[src/rtl/mv_pkg.sv]
`timescale 1ns/1ps
package mv_pkg;
  // Eight phases per move; odd phases carry a strobe.
  typedef enum logic [2:0] {
    PH_PC_SET  = 3'd0,
    PH_PC_RD   = 3'd1,
    PH_NX_SET  = 3'd2,
    PH_NX_RD   = 3'd3,
    PH_SRC_SET = 3'd4,
    PH_SRC_RD  = 3'd5,
    PH_DST_SET = 3'd6,
    PH_DST_WR  = 3'd7
  } phase_t;
endpackage

[src/rtl/mv_phase_gen.sv]
`timescale 1ns/1ps
module mv_phase_gen
  import mv_pkg::*;
(
  input  logic   clk,
  input  logic   rst_n,
  input  logic   clr_n,
  output phase_t phase_q
);
  phase_t phase_d;

  always_comb begin
    if (!clr_n) phase_d = PH_PC_SET;
    else        phase_d = phase_t'(phase_q + 3'd1);
  end

  always_ff @(posedge clk or negedge rst_n) begin
    if (!rst_n) phase_q <= PH_PC_SET;
    else        phase_q <= phase_d;
  end
endmodule

[src/rtl/mv_hold.sv]
`timescale 1ns/1ps
module mv_hold
  import mv_pkg::*;
#(
  parameter int DW = 8
) (
  input  logic          clk,
  input  logic          rst_n,
  input  logic          clr_n,
  input  phase_t        phase,
  input  logic [DW-1:0] rd_data,
  output logic [DW-1:0] src_q,
  output logic [DW-1:0] dst_q,
  output logic [DW-1:0] dat_q
);
  logic          src_en, dst_en, dat_en;
  logic [DW-1:0] src_d, dst_d, dat_d;

  assign src_en = (phase == PH_PC_RD);
  assign dst_en = (phase == PH_NX_RD);
  assign dat_en = (phase == PH_SRC_RD);

  always_comb begin
    src_d = src_q;
    dst_d = dst_q;
    dat_d = dat_q;
    if (!clr_n) begin
      src_d = '0;
      dst_d = '0;
      dat_d = '0;
    end else begin
      if (src_en) src_d = rd_data;
      if (dst_en) dst_d = rd_data;
      if (dat_en) dat_d = rd_data;
    end
  end

  always_ff @(posedge clk or negedge rst_n) begin
    if (!rst_n) begin
      src_q <= '0;
      dst_q <= '0;
      dat_q <= '0;
    end else begin
      src_q <= src_d;
      dst_q <= dst_d;
      dat_q <= dat_d;
    end
  end
endmodule

[src/rtl/mv_jump_dec.sv]
`timescale 1ns/1ps
module mv_jump_dec #(
  parameter int DW        = 8,
  parameter bit CMP_JUMPS = 1'b1
) (
  input  logic [DW-1:0] dst,
  input  logic          cond_carry,
  input  logic          cond_eq,
  input  logic          cond_gt,
  output logic          in_window,
  output logic          take
);
  localparam int HI = DW - 1;
  logic [3:0] cond_vec;

  // Index = low two destination bits: 3 always, 2 carry, 1 equal, 0 greater.
  generate
    if (CMP_JUMPS) begin : g_cmp
      assign cond_vec = {1'b1, cond_carry, cond_eq, cond_gt};
    end else begin : g_nocmp
      assign cond_vec = {1'b1, cond_carry, 2'b00};
    end
  endgenerate

  assign in_window = &dst[HI:2];
  assign take      = in_window & cond_vec[dst[1:0]];
endmodule

[src/rtl/mv_pc.sv]
`timescale 1ns/1ps
module mv_pc
  import mv_pkg::*;
#(
  parameter int          DW       = 8,
  parameter logic [DW-1:0] RESET_PC = '0
) (
  input  logic          clk,
  input  logic          rst_n,
  input  logic          clr_n,
  input  phase_t        phase,
  input  logic          take,
  input  logic [DW-1:0] target,
  output logic [DW-1:0] pc_q,
  output logic [DW-1:0] pc_inc1
);
  localparam logic [DW-1:0] STEP = DW'(2);
  logic [DW-1:0] pc_d;
  logic          pc_en;

  assign pc_en   = (phase == PH_DST_WR);
  assign pc_inc1 = pc_q + DW'(1);

  always_comb begin
    pc_d = pc_q;
    if (!clr_n)      pc_d = RESET_PC;
    else if (pc_en)  pc_d = take ? target : pc_q + STEP;
  end

  always_ff @(posedge clk or negedge rst_n) begin
    if (!rst_n) pc_q <= RESET_PC;
    else        pc_q <= pc_d;
  end
endmodule

[src/rtl/mv_core.sv]
`timescale 1ns/1ps
module mv_core
  import mv_pkg::*;
#(
  parameter int            DW        = 8,
  parameter logic [DW-1:0] RESET_PC  = '0,
  parameter bit            CMP_JUMPS = 1'b1
) (
  input  logic          clk,
  input  logic          rst_n,
  input  logic          clr_n,
  input  logic          cond_carry,
  input  logic          cond_eq,
  input  logic          cond_gt,
  input  logic [DW-1:0] rd_data,
  output logic [DW-1:0] addr,
  output logic [DW-1:0] wr_data,
  output logic          rd_n,
  output logic          wr_n
);
  phase_t        phase_q;
  logic [DW-1:0] src_q, dst_q, dat_q;
  logic [DW-1:0] pc_q, pc_inc1;
  logic          jmp_win, jmp_take;

  mv_phase_gen u_phase (
    .clk     (clk),
    .rst_n   (rst_n),
    .clr_n   (clr_n),
    .phase_q (phase_q)
  );

  mv_hold #(.DW(DW)) u_hold (
    .clk     (clk),
    .rst_n   (rst_n),
    .clr_n   (clr_n),
    .phase   (phase_q),
    .rd_data (rd_data),
    .src_q   (src_q),
    .dst_q   (dst_q),
    .dat_q   (dat_q)
  );

  mv_jump_dec #(.DW(DW), .CMP_JUMPS(CMP_JUMPS)) u_jdec (
    .dst        (dst_q),
    .cond_carry (cond_carry),
    .cond_eq    (cond_eq),
    .cond_gt    (cond_gt),
    .in_window  (jmp_win),
    .take       (jmp_take)
  );

  mv_pc #(.DW(DW), .RESET_PC(RESET_PC)) u_pc (
    .clk     (clk),
    .rst_n   (rst_n),
    .clr_n   (clr_n),
    .phase   (phase_q),
    .take    (jmp_take),
    .target  (dat_q),
    .pc_q    (pc_q),
    .pc_inc1 (pc_inc1)
  );

  // Bus ownership: PC for phases 0-3, holding registers for 4-7.
  always_comb begin
    unique case (phase_q)
      PH_PC_SET,  PH_PC_RD:  addr = pc_q;
      PH_NX_SET,  PH_NX_RD:  addr = pc_inc1;
      PH_SRC_SET, PH_SRC_RD: addr = src_q;
      default:               addr = dst_q;
    endcase
  end

  assign rd_n    = !((phase_q == PH_PC_RD) || (phase_q == PH_NX_RD) ||
                     (phase_q == PH_SRC_RD));
  assign wr_n    = !(phase_q == PH_DST_WR);
  assign wr_data = dat_q;

  logic unused_win;
  assign unused_win = jmp_win;
endmodule

[config.mk]
export PLATFORM = sky130hd
export DESIGN_NAME = mv_core
export DESIGN_NICKNAME = d
export VERILOG_FILES = /design/src/rtl/mv_pkg.sv /design/src/rtl/mv_phase_gen.sv /design/src/rtl/mv_hold.sv /design/src/rtl/mv_jump_dec.sv /design/src/rtl/mv_pc.sv /design/src/rtl/mv_core.sv
export SDC_FILE = /design/constraint.sdc
export NUM_CORES = 1
export LEC_CHECK = 0
export BUFFER_PORTS_ARGS = -buffer_cell sky130_fd_sc_hd__buf_2
export CAP_MARGIN = 40
export CORE_MARGIN = 2
export CORE_UTILIZATION = 46
export CTS_CLUSTER_DIAMETER = 30
export DETAILED_ROUTE_END_ITERATION = 8
export GPL_TIMING_DRIVEN = 0
export MAX_ROUTING_LAYER = met4
export PLACE_DENSITY_LB_ADDON = 0.08
export SLEW_MARGIN = 20
export SYNTH_ARGS = -nofsm -noshare
export SYNTH_HDL_FRONTEND = slang
export SYNTH_SLANG_ARGS = --single-unit
[constraint.sdc]
create_clock -name clk -period 5.4 [get_ports clk]
set_input_delay 0.27 -clock clk [delete_from_list [all_inputs] [get_ports clk]]
set_output_delay 0.27 -clock clk [all_outputs]
set_load 0.03 [all_outputs]
# After elaboration in Yosys (flattened, before gate mapping)
# Cells that the tools add are included.
[classes]
reduce_logical = 9
add_sub_neg = 3
eq_ne = 10
bitwise = 1
n_mux = 13
order_cmp = 1
[ops]
columns = ["operator", "n"]
rows = [
  ["8-bit 2-to-1 mux", 9],
  ["8-bit case mux with 3 select lines", 1],
  ["3-bit equality test (second input constant)", 3],
  ["8-bit by 1-bit adder with 8-bit output (second input constant)", 1],
  ["8-bit by 2-bit adder with 8-bit output (second input constant)", 1],
  ["2-bit by 1-bit inequality test with 1-bit output (second input constant)", 4],
  ["3-bit by 2-bit equality test with 1-bit output (second input constant)", 2],
  ["6-bit AND reduction", 1],
  ["2-bit OR reduction", 3],
  ["3-bit by 1-bit adder with 3-bit output (second input constant)", 1],
  ["3-bit by 1-bit equality test with 1-bit output (second input constant)", 1],
  ["3-bit zero test", 1],
  ["2-bit by 3-bit less-than comparator with 1-bit output (second input constant)", 1],
  ["3-bit 2-to-1 mux", 1],
  ["1-bit binary-select mux with 2-bit select", 1],
  ["1-bit zero test", 2],
  ["1-bit logical OR", 2],
  ["1-bit bitwise AND", 1],
  ["1-bit 2-to-1 mux", 1],
]
[totals]
wordCells = 42
out_inout_bits = 18
ff_bits = 35
inputBits = 14

# Depth between registers and ports, before layout
# Gate-level depths: netlist of run 1.
[logic_depth]
ltp_word = 6
depth_mapped = 7
mapped_depth_nobuf = 6

# Modules after synthesis
# A second synthesis of run 1 with hierarchy kept.
[hier_totals]
hier_cells = 184
hier_area_um2 = 2003.2
[by_module_without_submodules]
columns = ["mod", "seq_area_each_um2", "n_inst", "cells_per_inst", "area_per_inst_um2"]
rows = [
  ["mv_hold", 600.6, 1, 89, 1018.5],
  ["mv_pc", 200.2, 1, 68, 618.1],
  ["mv_core", 0.0, 1, 12, 211.5],
  ["mv_phase_gen", 75.1, 1, 8, 115.1],
  ["mv_jump_dec", 0.0, 1, 7, 40.0],
]

# Worst setup path after synthesis of run 1
# No wires, ideal clock.
[synth_timing]
path_kind = "register to output"
startpoint = "reg u_phase.phase_q[2]"
endpoint = "out addr[2]"
path_buffers = 2
path_stages_with_launch = 8
arrival_ns = 2.049
t_required_ns = 5.130
path_slack_ns = 3.081
cell_sequence = "dfrtp_1 > buf_2 > inv_1 > ha_1 > buf_2 > nor2_1 > nand2_1 > a31oi_1"
[synth_between]
elab_chain_len = 3
elab_cells_between_ends = 10
cone_classes = "5 x eq/ne; 1 x mux; 4 x reduce/logical"
[synth_lines]
columns = ["element", "line_no", "source"]
rows = [
  ["start, declared", "mv_phase_gen.sv:8", "output phase_t phase_q"],
  ["start signal, assigned", "mv_phase_gen.sv:19", "else phase_q <= phase_d;"],
  ["3-bit equality test, or another cell as far along", "mv_core.sv:66", "unique case (phase_q)"],
  ["2-bit OR reduction", "mv_core.sv:66", ""],
  ["8-bit case mux with 3 select lines (*)", "mv_core.sv:66", ""],
  ["end, declared", "mv_core.sv:16", "output logic [DW-1:0] addr,"],
]
# Mark *: on every way between the ends. The rest lies on a longest branch, timed or not.

# Worst setup path in the final report of run 1
# Same ends and word-level chain as after synthesis.

==> flow_summary.json, run 1 <==
{
  "wl_um": 5551,
  "min_delay_path_depth": 3,
  "post_cts_buffers": 0,
  "worstPathMaxFanout": 10,
  "maxCapViolCount": 0,
  "instances_no_fill": 330,
  "final_nets": 299,
  "dieArea_sq_um": 5092,
  "gp_congestion": 0.8822,
  "fp.dieH_um": 71.36,
  "clock_path_buffers": 2,
  "powerDensity_nw_per_um2": 247.3,
  "insertion_delay_ns": 0.29,
  "synth_top_area_share_pct": 41.97,
  "via_per_inst": 5.636,
  "outcome": "finished, final reports clean",
  "crit_type": "reg -> out",
  "post_drt_wl_per_cell_um": 16.82,
  "postSynthNetCount": 259,
  "hold_class": "in -> reg",
  "cts_root_buffer": "clkbuf_8",
  "drtIter0Drc": 153,
  "grt-ovfl-total": 0,
  "path_clk_slew_ns": 0.07,
  "fillers": 433,
  "cts_sinks": 35,
  "ys_ff_latch": 35,
  "vias": 1860,
  "setup-tns-final_ns": 0,
  "cts_resized": 0,
  "fp-row-count": 24,
  "ios": 32,
  "synthToLayoutAreaGrowth_pct": 16.01,
  "synth_ff_type": "dfrtp_1",
  "post-dp-hpwl_um": 4052,
  "rsz0062_at_grt": "no",
  "yosysSeqAreaShare_pct": 41.97,
  "drtPass1Iterations": 4,
  "finalPower_uw": 598.8,
  "vdd.ir_drop.worst_mv": 0.1502,
  "finalSetupViolations": 0,
  "cts_tree": "built",
  "grt_pass1_vias": 1741,
  "hold_viol": 0,
  "antenna_found_initial": 0,
  "netlist_instances": 237,
  "max-slew-margin-rel_pct": 62.15,
  "cts_buffers": 5,
  "worstMarginPinSlew_ns": 0.5657,
  "postRouteAntennaNets": 0,
  "period_share_pct": 52.46,
  "fmax_mhz": 353.0,
  "ctsHtreeMaxLevel": 2,
  "fin_crit_ns": 2.833,
  "start_kind": "flop",
  "synth_edf_count": 0,
  "place_inst": 320,
  "grt_start_max_net_pins": 36,
  "io_buffer_count": 31,
  "yosys.area.top_type": "dfrtp_1",
  "synth.distinct_cells": 44,
  "synth_area_sq_um": 2087,
  "ys_async_sr_fraction_pct": 100.0,
  "yosysWarnings": 0,
  "arrival_ns": 2.56,
  "n_antenna_cell": 0,
  "grt_pass1_wl_um": 9052,
  "finalMaxSlewViolations": 0,
  "yosys-top-cells-area": "dfrtp_1 (42%), mux2i_1 (8.2%), nand2_1 (7.7%)",
  "endpoint_kind": "output port",
  "r2r_cells": 6,
  "p_leak_uw": 0.001058,
  "synth_most_common_cell": "nand2_1",
  "grt_usage_pct": 24.11,
  "postSynthAreaPerCell_sq_um": 8.806,
  "clock-skew-final_ns": 0.004240,
  "start_util_pct": 47.93,
  "die_w_um": 71.36,
  "worstPathRequired_ns": 5.13,
  "drive_above_1_share_pct": 19.42,
  "route.detailed.drc": 0,
  "core_sq_um": 4354,
  "ys_top_cells_by_count": "nand2_1 (43), dfrtp_1 (35), a21oi_1 (19)"
}
[where the power goes]
part,switching (uW),leakage (uW),internal [uW]
Sequential,10.4,0.000480,274
Combinational,84.7,0.000531,43.6
Clock,98.1,0.0000477,88.2
Total,193,0.00106,406
[cell usage in the layout (no fill, tap or decap), types with 2 or more instances in the layout]
master	Yosys	final
a21oi_1	19	19
a31oi_1	8	8
buf_1	2	2
buf_2	4	35
clkbuf_1	8	8
clkbuf_8	0	5
clkinv_2	0	3
dfrtp_1	35	35
ha_1	8	8
inv_1	4	4
mux2i_1	17	17
nand2_1	43	43
nand3_1	12	12
nand4_1	7	7
nor2_1	17	17
nor2b_1	7	7
nor3_1	3	3
nor4_1	2	2
o21a_1	2	2
o21ai_0	4	4
o221ai_1	4	4
o22ai_1	2	2
o31a_1	2	2
or2_1	2	2
xor2_1	4	4
[area by class of cell]
class,count,area (sq um),share of cell area [%]
multi-input combinational,182,1127,46.56
sequential,35,875.8,36.18
timing repair buffer,33,185.2,7.649
clock buffer,5,68.82,2.842
buffer,15,65.06,2.687
tap,52,65.06,2.687
inverter,5,18.77,0.7752
clock inverter,3,15.01,0.6202
[path summary, 6_finish.rpt]
kind / from / to / slack [ns]
worst max register to register: u_phase.phase_q[1] / u_hold.dat_q[7] / 3.61
max in group asynchronous: rst_n / u_hold.dat_q[6] / 4.71
worst min register to register: u_phase.phase_q[0] / u_phase.phase_q[0] / 0.53
worst max-delay path: u_phase.phase_q[2] / addr[2] / 2.57
worst min-delay path: rd_data[2] / u_hold.src_q[2] / 0.23
min in group asynchronous: rst_n / u_phase.phase_q[1] / 0.31
[metal layers]
metal	GRT usage [%]	wire, um	up-vias
met2	32.61	2487	44
met5	-	0	-
met3	4.360	245	9
li1	-	-	911
met4	8.386	109	0
met1	36.14	2709	896
[metrics by stage]
stage / instance area, sq um / worst slack (ns) / utilization [%] / hold slack (ns)
final: 2421 / 2.567 / 55.60 / 0.2298
after global routing: 2421 / 2.337 / 55.60 / 0.2236
after CTS: 2391 / 2.591 / 54.91 / 0.09268
after detailed placement: 2307 / 2.905 / 52.99 / 0.4067
after global placement: 2307 / 2.912 / 52.99 / 0.4094
after floorplan: 2087 / 3.081 / - / -0.02559
[critical path, stage by stage, from the launching register on]
cell and delay (ns):
dfrtp_1 0.40, buf_2 0.29, inv_1 0.12, ha_1 0.25, buf_2 0.22, nor2_1 0.48
nand2_1 0.10, a31oi_1 0.18, buf_2 0.23
[flip-flops by register name, summed over array words and instances (netlist names)]
name / cells
u_hold.dst_q: 8
u_pc.pc_q: 8
u_phase.phase_q: 3
u_hold.dat_q: 8
u_hold.src_q: 8
[cell families after synthesis]
group	count (synthesis)	share of synthesized area (%)
compound gates	52	16.55
xor+xnor	5	2.098
fa+ha+maj	8	4.796
buf+inv	20	4.017
flops	35	41.97
mux	18	8.813
simple gates	99	21.76
[what timing repair did]
action / CTS / global route
hold buffers: 0 / 1
endpoints found under the setup margin: 0 / 0
hold endpoints to repair: 0 / 8
(Power assumes the default switching activity.)
==> run 2, diff against run 1 <==
clock period = 3 ns   (was 5.4 ns; I/O delays follow)
==> flow_summary.json, run 2 (synthesis results as in run 1) <==
{
  "ctsHtreeMaxLevel": 2,
  "grt-ovfl-total": 0,
  "wl_um": 5562,
  "drive_above_1_share_pct": 19.42,
  "design_area_sq_um": 2421,
  "worstMarginPinSlew_ns": 0.5761,
  "instances_no_fill": 330,
  "start_util_pct": 47.93,
  "grt_pass1_wl_um": 9039,
  "gp_congestion": 0.8822,
  "crit_path_frequent_cell": "buf_2",
  "finalSetupViolations": 0,
  "synthToLayoutAreaGrowth_pct": 16.01,
  "worstPathRequired_ns": 2.85,
  "fp-row-count": 24,
  "clockPowerShare_pct": 31.1,
  "max_stage_delay_ns": 0.49,
  "drtPass1Iterations": 4,
  "fin_crit_ns": 2.708,
  "cts_tree": "built",
  "final_nets": 299,
  "grt_usage_pct": 24.08,
  "grt_pass1_vias": 1735,
  "crit_type": "reg -> out",
  "internal-power_uw": 730.0,
  "cts_buffers": 5,
  "via_per_inst": 5.718,
  "fmax_mhz": 369.3,
  "grt_start_max_net_pins": 36,
  "final_cell_mix": "nand2_1 (43), buf_2 (35), dfrtp_1 (35)",
  "swShare_pct": 32.30,
  "core_sq_um": 4354,
  "post-dp-hpwl_um": 4052,
  "start_kind": "flop",
  "postRouteAntennaNets": 0,
  "slowest_stage": "nor2_1",
  "mostFrequentLayoutCell": "nand2_1",
  "globalRouteMet2Util_pct": 32.51,
  "pwr-share-seq_pct": 47.4,
  "drtIter0Drc": 125,
  "placed_area_sq_um": 2307,
  "finalPower_uw": 1078,
  "hold_class": "in -> reg",
  "cts_sinks": 35,
  "holdWs_ns": 0.1097,
  "worstPathMaxFanout": 10,
  "ios": 32,
  "endpoint_kind": "output port",
  "arrival_ns": 2.56,
  "vias": 1887,
  "die_w_um": 71.36,
  "max-slew-margin-rel_pct": 61.45,
  "path_clk_slew_ns": 0.07,
  "clock_path_buffers": 2,
  "p_leak_uw": 0.001058,
  "grt_use_met1_pct": 36.14,
  "fp.dieH_um": 71.36,
  "grt-busiest-layer": "met1",
  "antenna_found_initial": 0,
  "crit_buf_inv": 4,
  "place_inst": 320,
  "cts_resized": 0,
  "hold_viol": 0,
  "grtUsageMet3_pct": 4.360,
  "insertion_delay_ns": 0.29,
  "cpLargestDelayFamily": "buffers and inverters",
  "path_cells": "buf_2 > inv_1 > ha_1 > buf_2 > nor2_1 > nand2_1 > a31oi_1 > buf_2",
  "cts_root_buffer": "clkbuf_8",
  "n_antenna_cell": 0,
  "dieArea_sq_um": 5092,
  "p_switching_uw": 348.3,
  "vdd.ir_drop.worst_mv": 0.2711,
  "post_drt_wl_per_cell_um": 16.85,
  "io_buffer_count": 31,
  "route.detailed.drc": 0,
  "pwr-share-comb_pct": 21.4,
  "rsz0062_at_grt": "no",
  "setup-tns-final_ns": 0,
  "clock-skew-final_ns": 0.004128,
  "maxCapViolCount": 0,
  "outcome": "finished, final reports clean",
  "finalMaxSlewViolations": 0,
  "powerDensity_nw_per_um2": 445.4,
  "period_share_pct": 90.26
}
run 2: worst paths after layout:
check                                    from                  to  slack, ns  depth (start not counted)
max                        u_phase.phase_q[2]             addr[2]       0.29                          8
min                                rd_data[2]     u_hold.src_q[2]       0.11                          3
max reg2reg                u_phase.phase_q[0]        u_pc.pc_q[3]       1.20                          6
min reg2reg                u_phase.phase_q[0]  u_phase.phase_q[0]       0.53                          1
max in group asynchronous               rst_n     u_hold.src_q[4]       2.42                          3
min in group asynchronous               rst_n  u_phase.phase_q[1]       0.19                          2
run 2: cell type report:
cell class | count | area, sq um
multi-input combinational | 182 | 1127
fill | 433 | 1933
timing repair buffer | 33 | 185.2
tap | 52 | 65.06
sequential | 35 | 875.8
clock buffer | 5 | 68.82
clock inverter | 3 | 15.01
buffer | 15 | 65.06
inverter | 5 | 18.77
run 2: tightest hold or removal path, cell delays in order:
cell     delay [ns]
buf_2          0.11
nand2_1        0.05
a21oi_1        0.05
run 2: repair_timing:
item                                   CTS  global route
setup endpoints to repair                0             0
endpoints found under the hold margin   35             0
hold buffers                             1             0
setup buffers                            0             0
run 2: routing by layer:
layer | wire length [um] | vias up
met5 | 0 | -
met4 | 109 | 0
met3 | 298 | 9
met2 | 2466 | 59
met1 | 2687 | 909
li1 | - | 910
run 2: per-stage QoR:
step,util (%),setup slack (ns)
floorplan,-,0.8011
global route,55.60,0.05678
CTS,55.14,0.3106
finish,55.60,0.2923
global placement,52.99,0.6315
detailed placement,52.99,0.6248
run 2: power by group through the flow:
stage,registers [uW],clock network [uW],logic [uW]
2_1_floorplan,516,0,155
3_3_place_gp,520,0,224
3_5_place_dp,520,0,225
4_1_cts,511,339,228
5_1_grt,514,361,256
6_report,511,336,231
